### src/rtl/hsd_pkg.sv
package hsd_pkg;
  localparam int unsigned NBANK = 3;

  typedef enum logic [1:0] {
    BANK_RAM = 2'd0,
    BANK_ROM = 2'd1,
    BANK_SHR = 2'd2
  } bank_e;

  // qualified strobes, active high
  typedef struct packed {
    logic rd;
    logic wr;
    logic fetch;
  } strb_t;

  // per-bank controls, active high
  typedef struct packed {
    logic [NBANK-1:0] cs;
    logic [NBANK-1:0] oe;
    logic [NBANK-1:0] we;
  } ctl_t;
endpackage

### src/rtl/hsd_region.sv
module hsd_region #(
  parameter int unsigned ADDR_W = 16,
  parameter logic [ADDR_W-1:0] ROM_BASE = 16'h2000,
  parameter logic [ADDR_W-1:0] SHR_BASE = 16'h8000
) (
  input  logic [ADDR_W-1:0]        addr,
  input  logic                     split,
  output logic [hsd_pkg::NBANK-1:0] hit
);
  import hsd_pkg::*;

  logic in_low;
  logic in_rom;

  always_comb begin
    in_low = (addr < SHR_BASE);
    in_rom = in_low && (addr >= ROM_BASE);
    hit = '0;
    hit[int'(BANK_RAM)] = split ? in_low : 1'b1;
    hit[int'(BANK_ROM)] = split & in_rom;
    hit[int'(BANK_SHR)] = split & ~in_low;
  end
endmodule

### src/rtl/hsd_strobe_qual.sv
module hsd_strobe_qual (
  input  logic            rd_n,
  input  logic            wr_n,
  input  logic            fetch_n,
  input  logic            split,
  output hsd_pkg::strb_t  q
);
  logic fetch_act;

  always_comb begin
    // the fetch strobe only matters in the split map; there it wins
    fetch_act = split & ~fetch_n;
    q.fetch   = fetch_act;
    q.rd      = ~rd_n & ~fetch_act;
    q.wr      = ~wr_n & ~fetch_act;
  end
endmodule

### src/rtl/hsd_bank_gate.sv
module hsd_bank_gate #(
  parameter bit OE_ON_RD    = 1'b1,
  parameter bit OE_ON_FETCH = 1'b0,
  parameter bit WE_ON_WR    = 1'b1
) (
  input  logic           hit,
  input  hsd_pkg::strb_t q,
  output logic           cs,
  output logic           oe,
  output logic           we
);
  always_comb begin
    oe = hit & ((OE_ON_RD & q.rd) | (OE_ON_FETCH & q.fetch));
    we = hit & WE_ON_WR & q.wr;
    cs = oe | we;
  end
endmodule

### src/rtl/hsd_out_stage.sv
module hsd_out_stage #(
  parameter int unsigned W   = 9,
  parameter bit          REG = 1'b1
) (
  input  logic         clk,
  input  logic         rst_n,
  input  logic [W-1:0] d,
  output logic [W-1:0] q_n
);
  generate
    if (REG) begin : g_reg
      logic [W-1:0] r_q;
      logic [W-1:0] r_nxt;

      always_comb r_nxt = d;

      always_ff @(posedge clk or negedge rst_n) begin
        if (!rst_n) r_q <= '0;
        else        r_q <= r_nxt;
      end

      assign q_n = ~r_q;
    end else begin : g_comb
      logic unused_clk;
      assign unused_clk = clk ^ rst_n;
      assign q_n = ~d;
    end
  endgenerate
endmodule

### src/rtl/hsd_strobe_dec.sv
module hsd_strobe_dec #(
  parameter int unsigned       ADDR_W   = 16,
  parameter logic [ADDR_W-1:0] ROM_BASE = 16'h2000,
  parameter logic [ADDR_W-1:0] SHR_BASE = 16'h8000,
  parameter bit                REG_OUT  = 1'b1
) (
  input  logic              clk,
  input  logic              rst_n,
  input  logic              split_mode,
  input  logic [ADDR_W-1:0] addr,
  input  logic              rd_n,
  input  logic              wr_n,
  input  logic              fetch_n,
  output logic [2:0]        cs_n,
  output logic [2:0]        oe_n,
  output logic [2:0]        we_n
);
  import hsd_pkg::*;

  localparam int unsigned CW = 3 * NBANK;
  // per-bank strobe usage, bit index = bank number
  localparam logic [NBANK-1:0] OE_RD_M    = 3'b101;
  localparam logic [NBANK-1:0] OE_FETCH_M = 3'b110;
  localparam logic [NBANK-1:0] WE_WR_M    = 3'b101;

  logic             rst_q_n;
  logic [NBANK-1:0] hit;
  strb_t            qs;
  ctl_t             ctl;
  logic [CW-1:0]    out_n;

  // reset: asynchronous assert, synchronous release
  generate
    if (REG_OUT) begin : g_rsync
      logic [1:0] sync_q;
      always_ff @(posedge clk or negedge rst_n) begin
        if (!rst_n) sync_q <= 2'b00;
        else        sync_q <= {sync_q[0], 1'b1};
      end
      assign rst_q_n = sync_q[1];
    end else begin : g_rdirect
      assign rst_q_n = rst_n;
    end
  endgenerate

  hsd_region #(
    .ADDR_W  (ADDR_W),
    .ROM_BASE(ROM_BASE),
    .SHR_BASE(SHR_BASE)
  ) u_region (
    .addr (addr),
    .split(split_mode),
    .hit  (hit)
  );

  hsd_strobe_qual u_qual (
    .rd_n   (rd_n),
    .wr_n   (wr_n),
    .fetch_n(fetch_n),
    .split  (split_mode),
    .q      (qs)
  );

  generate
    for (genvar b = 0; b < NBANK; b++) begin : g_bank
      hsd_bank_gate #(
        .OE_ON_RD   (OE_RD_M[b]),
        .OE_ON_FETCH(OE_FETCH_M[b]),
        .WE_ON_WR   (WE_WR_M[b])
      ) u_gate (
        .hit(hit[b]),
        .q  (qs),
        .cs (ctl.cs[b]),
        .oe (ctl.oe[b]),
        .we (ctl.we[b])
      );
    end
  endgenerate

  hsd_out_stage #(
    .W  (CW),
    .REG(REG_OUT)
  ) u_out (
    .clk  (clk),
    .rst_n(rst_q_n),
    .d    (ctl),
    .q_n  (out_n)
  );

  assign cs_n = out_n[3*NBANK-1:2*NBANK];
  assign oe_n = out_n[2*NBANK-1:NBANK];
  assign we_n = out_n[NBANK-1:0];
endmodule

### config.mk
export PLATFORM = sky130hd
export DESIGN_NAME = hsd_strobe_dec
export DESIGN_NICKNAME = d
export VERILOG_FILES = /design/src/rtl/hsd_pkg.sv /design/src/rtl/hsd_region.sv /design/src/rtl/hsd_strobe_qual.sv /design/src/rtl/hsd_bank_gate.sv /design/src/rtl/hsd_out_stage.sv /design/src/rtl/hsd_strobe_dec.sv
export SDC_FILE = /design/constraint.sdc
export NUM_CORES = 1
export LEC_CHECK = 0
export ABC_AREA = 1
export BUFFER_PORTS_ARGS = -buffer_cell sky130_fd_sc_hd__buf_4
export CAP_MARGIN = 15
export CORE_AREA = 2 2 39 41
export DETAILED_ROUTE_END_ITERATION = 10
export DIE_AREA = 0 0 41 43
export SLEW_MARGIN = 20
export SYNTH_ARGS = -nofsm -noshare
export SYNTH_HDL_FRONTEND = slang
export SYNTH_SLANG_ARGS = --single-unit
export TNS_END_PERCENT = 50
### constraint.sdc
create_clock -name clk -period 1.5 [get_ports clk]
set_clock_uncertainty 0.1 [all_clocks]
set_input_delay 0.45 -clock clk [delete_from_list [all_inputs] [get_ports clk]]
set_output_delay 0.45 -clock clk [all_outputs]
set_load 0.005 [all_outputs]
==> summary.txt, run 1 <==
Logic synthesis
  • Post-Synth XOR/XNOR Area: 0
  • Synth Instances: 38
  • Top-count cell post-synth: inv_1
  • Synth cell types: 9
  • FF+latch count, synth: 9
  • Area share of fa/ha/maj cells after synthesis: 0
  • Largest family of logic cells by synthesized area: buffers and inverters
  • Yosys Warn Count: 0
  • Top cells by area, synth: dfrtp_1 (64%), inv_1 (15%), nand2_1 (5.3%)
  • Post-synth top area cell: dfrtp_1
  • Post-Syn Area: 352 sq um
  • Sequential share of the synthesized area: 0.641
  • EDFF count, synth: 0
  • Top cells by count, synth: inv_1 (14), dfrtp_1 (9), nand2_1 (5), nand3_1 (3)
  • Ys async rst share: 1.00
  • Top_reg_cell synth: dfrtp_1
  • Compound-Gate Fraction of Synth Area: 0
  • Multiplexer share of the synthesized area: 0
  • Simple-gate portion of the synthesized area: 0.157
  • Syn avg cell area: ~9.3 sq um
  • Yosys top cell area share: 0.641

Worst setup path
  • CP Class: register to output pin
  • R2R Path Start: g_rsync.sync_q[0]
  • Slowest stage delay, CP: 0.36 ns
  • Critical Path AT: 0.78 ns
  • Slowest cell on crit path: dfrtp_1
  • CP Data Required Time: around 0.95 ns
  • Critical Path End Type: output pin
  • Cells along the critical path: inv_1 > buf_4
  • CP startpoint: u_out.g_reg.r_q[7]
  • Crit path buffers/inverters: 2
  • Kind of cell adding the most delay to the critical path: flip-flops
  • Startpoint types: register
  • Crit-path max FO: 2

Floorplanning
  • Std-Cell Rows: 14
  • Die H: between 40 and 50 um
  • IO Pins: 31
  • Core area: 1380 sq um
  • Die X: 41 um
  • Initial cell density of the core: 0.254
  • Die area: 1760 sq um

Timing
  • Worst setup margin: roughly 0.17 ns
  • Slew Limit Fails: 0
  • Final hold slack: -0.000524 ns
  • FMAX: 754 MHz
  • Post-layout min period: 1.33 ns
  • Final setup vio count: 0
  • RSZ-0062 raised after global routing: no
  • Final hold vios: 4
  • Setup TNS: 0 ns
  • Tcrit/Tclk final: 0.884

Detailed routing
  • Residual DRC count: 0
  • Initial DRC count: 5
  • Final wirelength: 461 um
  • DR vias: 267
  • 1st-pass router iterations: 4
  • Antenna viol nets, final: 0
  • Vias per Instance: ~3.6
  • Routed len/inst: between 6 and 7 um

Pwr
  • Pint: 0.395 mW
  • Comb power frac: 0.121
  • Max VDD drop: 0.361 mV
  • Psw: 0.105 mW
  • Switching share of power: 0.210
  • Clk network pwr share: 0.354
  • Tot Pwr: 0.500 mW
  • Power density cells: around 970 nW/um^2
  • LEAKAGE: 0.310 nW
  • Relative contribution of sequential cells to total power: 0.525

Global route
  • Vias in the first global route: 219
  • Total grt overflow: 0
  • GRT Overall Usage: 0.0837
  • Global-route wire length before repair: 855 um
  • Initial antenna violation count: 0
  • Largest net degree at the start of global routing: 8

Outcome
  • Status: finished, violations left
  • Violated checks: negative hold slack

Placed design
  • Pre-CTS WS: roughly 0.44 ns
  • Post-DP HPWL: 395 um
  • Final GP Congestion: 0.678
  • I/O Buffers: 16
  • Cell Area, Placed: 480 sq um

Clocking
  • CTS max path bufs: 2
  • Root Driver: clkbuf_4
  • CTS H-Tree Depth: 1
  • Post-CTS Resized: 0
  • CTS tree: built
  • CTS Sinks: 9
  • Clk slew on worst S/H paths: 0.06 ns
  • Num CTS Buffers: 3
  • Clock Latency Late Sink: 0.25 ns

Layout
  • Design area: between 500 and 600 sq um
  • P&R area growth vs syn: 47.0%
  • Post-Route Utilization: 0.373
  • ANT cells: 0
  • Final net count: 81
  • Share of cells above drive strength 1: 0.328

Min path
  • Hold Path Class: register to asynchronous set/reset pin

Job
  • Max_cap viols: 0
==> power by group through the flow <==
stage	logic [mW]	registers (mW)	clock network, mW
3_5_place_dp	0.0596	0.267	0
6_report	0.0606	0.262	0.177
5_1_grt	0.0696	0.265	0.200
3_3_place_gp	0.0587	0.267	0
4_1_cts	0.0616	0.263	0.183
2_1_floorplan	0.0234	0.266	0
==> layer usage <==
metal | vias up | share of wire | track usage
met5 | - | 0 | 0
met4 | 0 | 0.059 | 0.120
met3 | 4 | 0.095 | 0.0471
met2 | 14 | 0.45 | 0.0844
met1 | 107 | 0.39 | 0.0949
li1 | 142 | - | -
==> final timing paths <==
| check | to | slack, ns | depth (start not counted) |
|---|---|---|---|
| setup / recovery | cs_n[1] | 0.17 | 2 |
| hold / removal | u_out.g_reg.r_q[0] | -0.0005 | 0 |
| setup reg to reg | g_rsync.sync_q[1] | 0.94 | 0 |
| hold reg to reg | u_out.g_reg.r_q[0] | -0.0005 | 0 |
| max in group asynchronous | g_rsync.sync_q[1] | 0.80 | 2 |
| min in group clk | g_rsync.sync_q[1] | 0.25 | 0 |
==> sequential cells by signal (all words and copies together) (netlist names) <==
name             count
u_out.g_reg.r_q      7
g_rsync.sync_q       2
==> cell usage in the layout (no fill, tap or decap) <==
cell,count
nand4_1,1
dfrtp_1,9
dlygate4sd3_1,1
clkbuf_1,1
nand2_1,5
inv_1,14
nand3_1,3
conb_1,2
clkbuf_4,3
buf_4,16
nand3b_1,1
nor2_1,2
==> cells by family after synthesis <==
group / count (synthesis)
buffers and inverters: 16
flip-flops: 9
other: 1
AND/OR/NAND/NOR: 12
==> layout make-up <==
cell class | count | area, sq um
timing repair buffer | 17 | 130
fill | 153 | 867
clock buffer | 4 | 26.3
inverter | 14 | 52.6
sequential | 9 | 225
multi-input combinational | 14 | 62.6
tap | 16 | 20.0
==> metrics by stage <==
| step | hold slack, ns | cells |
|---|---|---|
| global route | 0.0420 | 74 |
| CTS | 0.0118 | 74 |
| finish | -0.000524 | 74 |
| global placement | 0.00608 | 69 |
| detailed placement | 0.00658 | 69 |
| floorplan | -0.0185 | 39 |
==> what timing repair did <==
item                                   CTS  global route
setup buffers                            0             0
hold buffers                             1             0
endpoints found under the hold margin    2             0
(Power assumes the default switching activity.)
==> inputs of run 2 (changes only) <==
Settings changed: BUFFER_PORTS_ARGS -buffer_cell sky130_fd_sc_hd__buf_4 to -buffer_cell sky130_fd_sc_hd__buf_2.
==> run 2 against run 1 <==
Against the previous run:
- design area decreased by 7.7%
- sequential power about the same
- critical endpoint unchanged
- first-iteration DRC count decreased by 80%
- clock power about the same
- highest routed layer is now met3
- final cell count unchanged
- the run now ends clean
- power decreased by 2.4%
- global-route usage decreased by 1.4 points
- largest cell class unchanged
- register-to-register slack about the same
==> summary.txt, run 2 (same netlist as run 1, synthesis figures left out) <==
Floorplanning
  • Die H: 43 um (unchanged)
  • Die X: 41 um (unchanged)
  • Initial cell density of the core: 0.254 (unchanged)
  • Core area: 1380 sq um (unchanged)
  • Die area: 1760 sq um (unchanged)
  • IO Pins: 31 (unchanged)
  • Std-Cell Rows: 14 (unchanged)

Layout
  • Biggest register: u_out.g_reg.r_q
  • Largest register FFs: 7 (unchanged)
  • ANT cells: 0 (unchanged)
  • Share of cells above drive strength 1: 0.328 (unchanged)
  • Final net count: 81 (unchanged)
  • Commonest non-fill, non-tap cells in the layout: buf_2 (16), inv_1 (14), dfrtp_1 (9), nand2_1 (5)
  • Non-Filler Instances: 74 (unchanged)
  • P&R area growth vs syn: 35.6%
  • Largest registers: u_out.g_reg.r_q x7, g_rsync.sync_q x2
  • Commonest non-fill, non-tap cell in the layout: buf_2

Timing
  • RSZ-0062 raised after global routing: no
  • Final setup vio count: 0 (unchanged)
  • Final hold vios: 0 (-4)
  • Final hold slack: 0.00632 ns (+0.00685 ns)
  • Tcrit/Tclk final: 0.878 (-0.00576)
  • Slew Limit Fails: 0 (unchanged)
  • Setup TNS: 0 ns (unchanged)
  • FMAX: 759 MHz (+0.66%)
  • Post-layout min period: 1.32 ns (-0.00863 ns)
  • Worst setup margin: 0.183 ns (+0.00864 ns)

Pwr
  • LEAKAGE: 0.292 nW (-6.0%)
  • Power density cells: 1020 nW/um^2 (+5.8%)
  • Max VDD drop: 0.414 mV (+15%)

Detailed routing
  • Vias per Instance: 3.51 (-2.6%)
  • Residual DRC count: 0 (unchanged)
  • Antenna viol nets, final: 0 (unchanged)
  • Routed len/inst: 6.55 um (+5.2%)
  • Initial DRC count: 1 (-4)
  • 1st-pass router iterations: 2 (-2)
  • Final wirelength: 485 um (+5.2%)
  • DR vias: 260 (-2.6%)

Min path
  • Hold Path Class: register to asynchronous set/reset pin

Placed design
  • Pre-CTS WS: 0.438 ns (-0.00363 ns)
  • I/O Buffers: 16 (unchanged)
  • Placed cells: 69 (unchanged)
  • Post-DP HPWL: 418 um (+6.0%)
  • Final GP Congestion: 0.656 (-3.3%)

Worst setup path
  • CP startpoint: u_out.g_reg.r_q[7]
  • R2R Path Start: g_rsync.sync_q[0]
  • CP Class: register to output pin
  • Critical Path End Type: output pin
  • Crit-path max FO: 2 (unchanged)
  • Critical Path AT: 0.77 ns (about the same)
  • CP Data Required Time: 0.95 ns (about the same)
  • Slowest stage delay, CP: 0.36 ns (about the same)
  • Startpoint types: register
  • Cells along the critical path: inv_1 > buf_2
  • Slowest cell on crit path: dfrtp_1

Clocking
  • CTS Sinks: 9 (unchanged)
  • CTS max path bufs: 2 (unchanged)
  • Root Driver: clkbuf_4
  • CTS tree: built
  • CTS H-Tree Depth: 1 (unchanged)
  • Clk slew on worst S/H paths: 0.06 ns (about the same)
  • Num CTS Buffers: 3 (unchanged)
  • Clock Latency Late Sink: 0.25 ns (about the same)

Global route
  • Vias in the first global route: 223 (+1.8%)
  • Initial antenna violation count: 0 (unchanged)
  • Global-route wire length before repair: 786 um (-8.1%)
  • Largest net degree at the start of global routing: 8 (unchanged)
  • GRT Overall Usage: 0.0692 (-0.0144)
  • Total grt overflow: 0 (unchanged)

Job
  • Max_cap viols: 0 (unchanged)

Outcome
  • Status: complete, no violations
[run 2: final timing paths]
| path | endpoint | slack (ns) | cells after the start |
|---|---|---|---|
| hold / removal | u_out.g_reg.r_q[2] | 0.006 | 0 |
| max in group asynchronous | g_rsync.sync_q[1] | 0.80 | 2 |
| setup / recovery | cs_n[1] | 0.18 | 2 |
| hold reg to reg | u_out.g_reg.r_q[2] | 0.006 | 0 |
| min in group clk | g_rsync.sync_q[1] | 0.26 | 0 |
| setup reg to reg | g_rsync.sync_q[1] | 0.93 | 0 |
[run 2: critical path: cells and delay by family (launching register included)]
kind	cells	cell delay, ns
flops	1	0.36
buf+inv	2	0.16
[run 2: per-stage QoR]
stage               area [sq um]  power [mW]   util
finish                       477       0.488  0.344
global route                 477       0.519  0.344
CTS                          477       0.495  0.344
detailed placement           440       0.315  0.318
global placement             440       0.313  0.318
floorplan                    355       0.289      -
[run 2: final cells by class]
class / instances / area, sq um
flip-flops and latches: 9 / 225
repair buffers: 17 / 90.1
clock buffers: 4 / 26.3
inverters: 14 / 52.6
fillers: 156 / 907
well taps: 16 / 20.0
multi-input cells: 14 / 62.6
[run 2: timing repair]
action,in CTS,in global routing
endpoints found under the hold margin,2,0
setup buffers,0,0
hold buffers,1,0
gates resized for setup,0,0
[run 2: where the power goes]
| group | switching [mW] | internal (mW) | leakage (nW) |
|---|---|---|---|
| combinational | 0.0237 | 0.0243 | 0.163 |
| clock | 0.0753 | 0.102 | 0.0150 |
| sequential | 0.00621 | 0.256 | 0.114 |
| total | 0.105 | 0.383 | 0.292 |
[run 2: per-layer routing]
layer  global-route usage  part of all wire  wire (um)
met3               0.0157             0.066         32
met1               0.0808              0.45        216
met2               0.0906              0.48        235
met4               0.0800                 0          0
met5                    0                 0          0
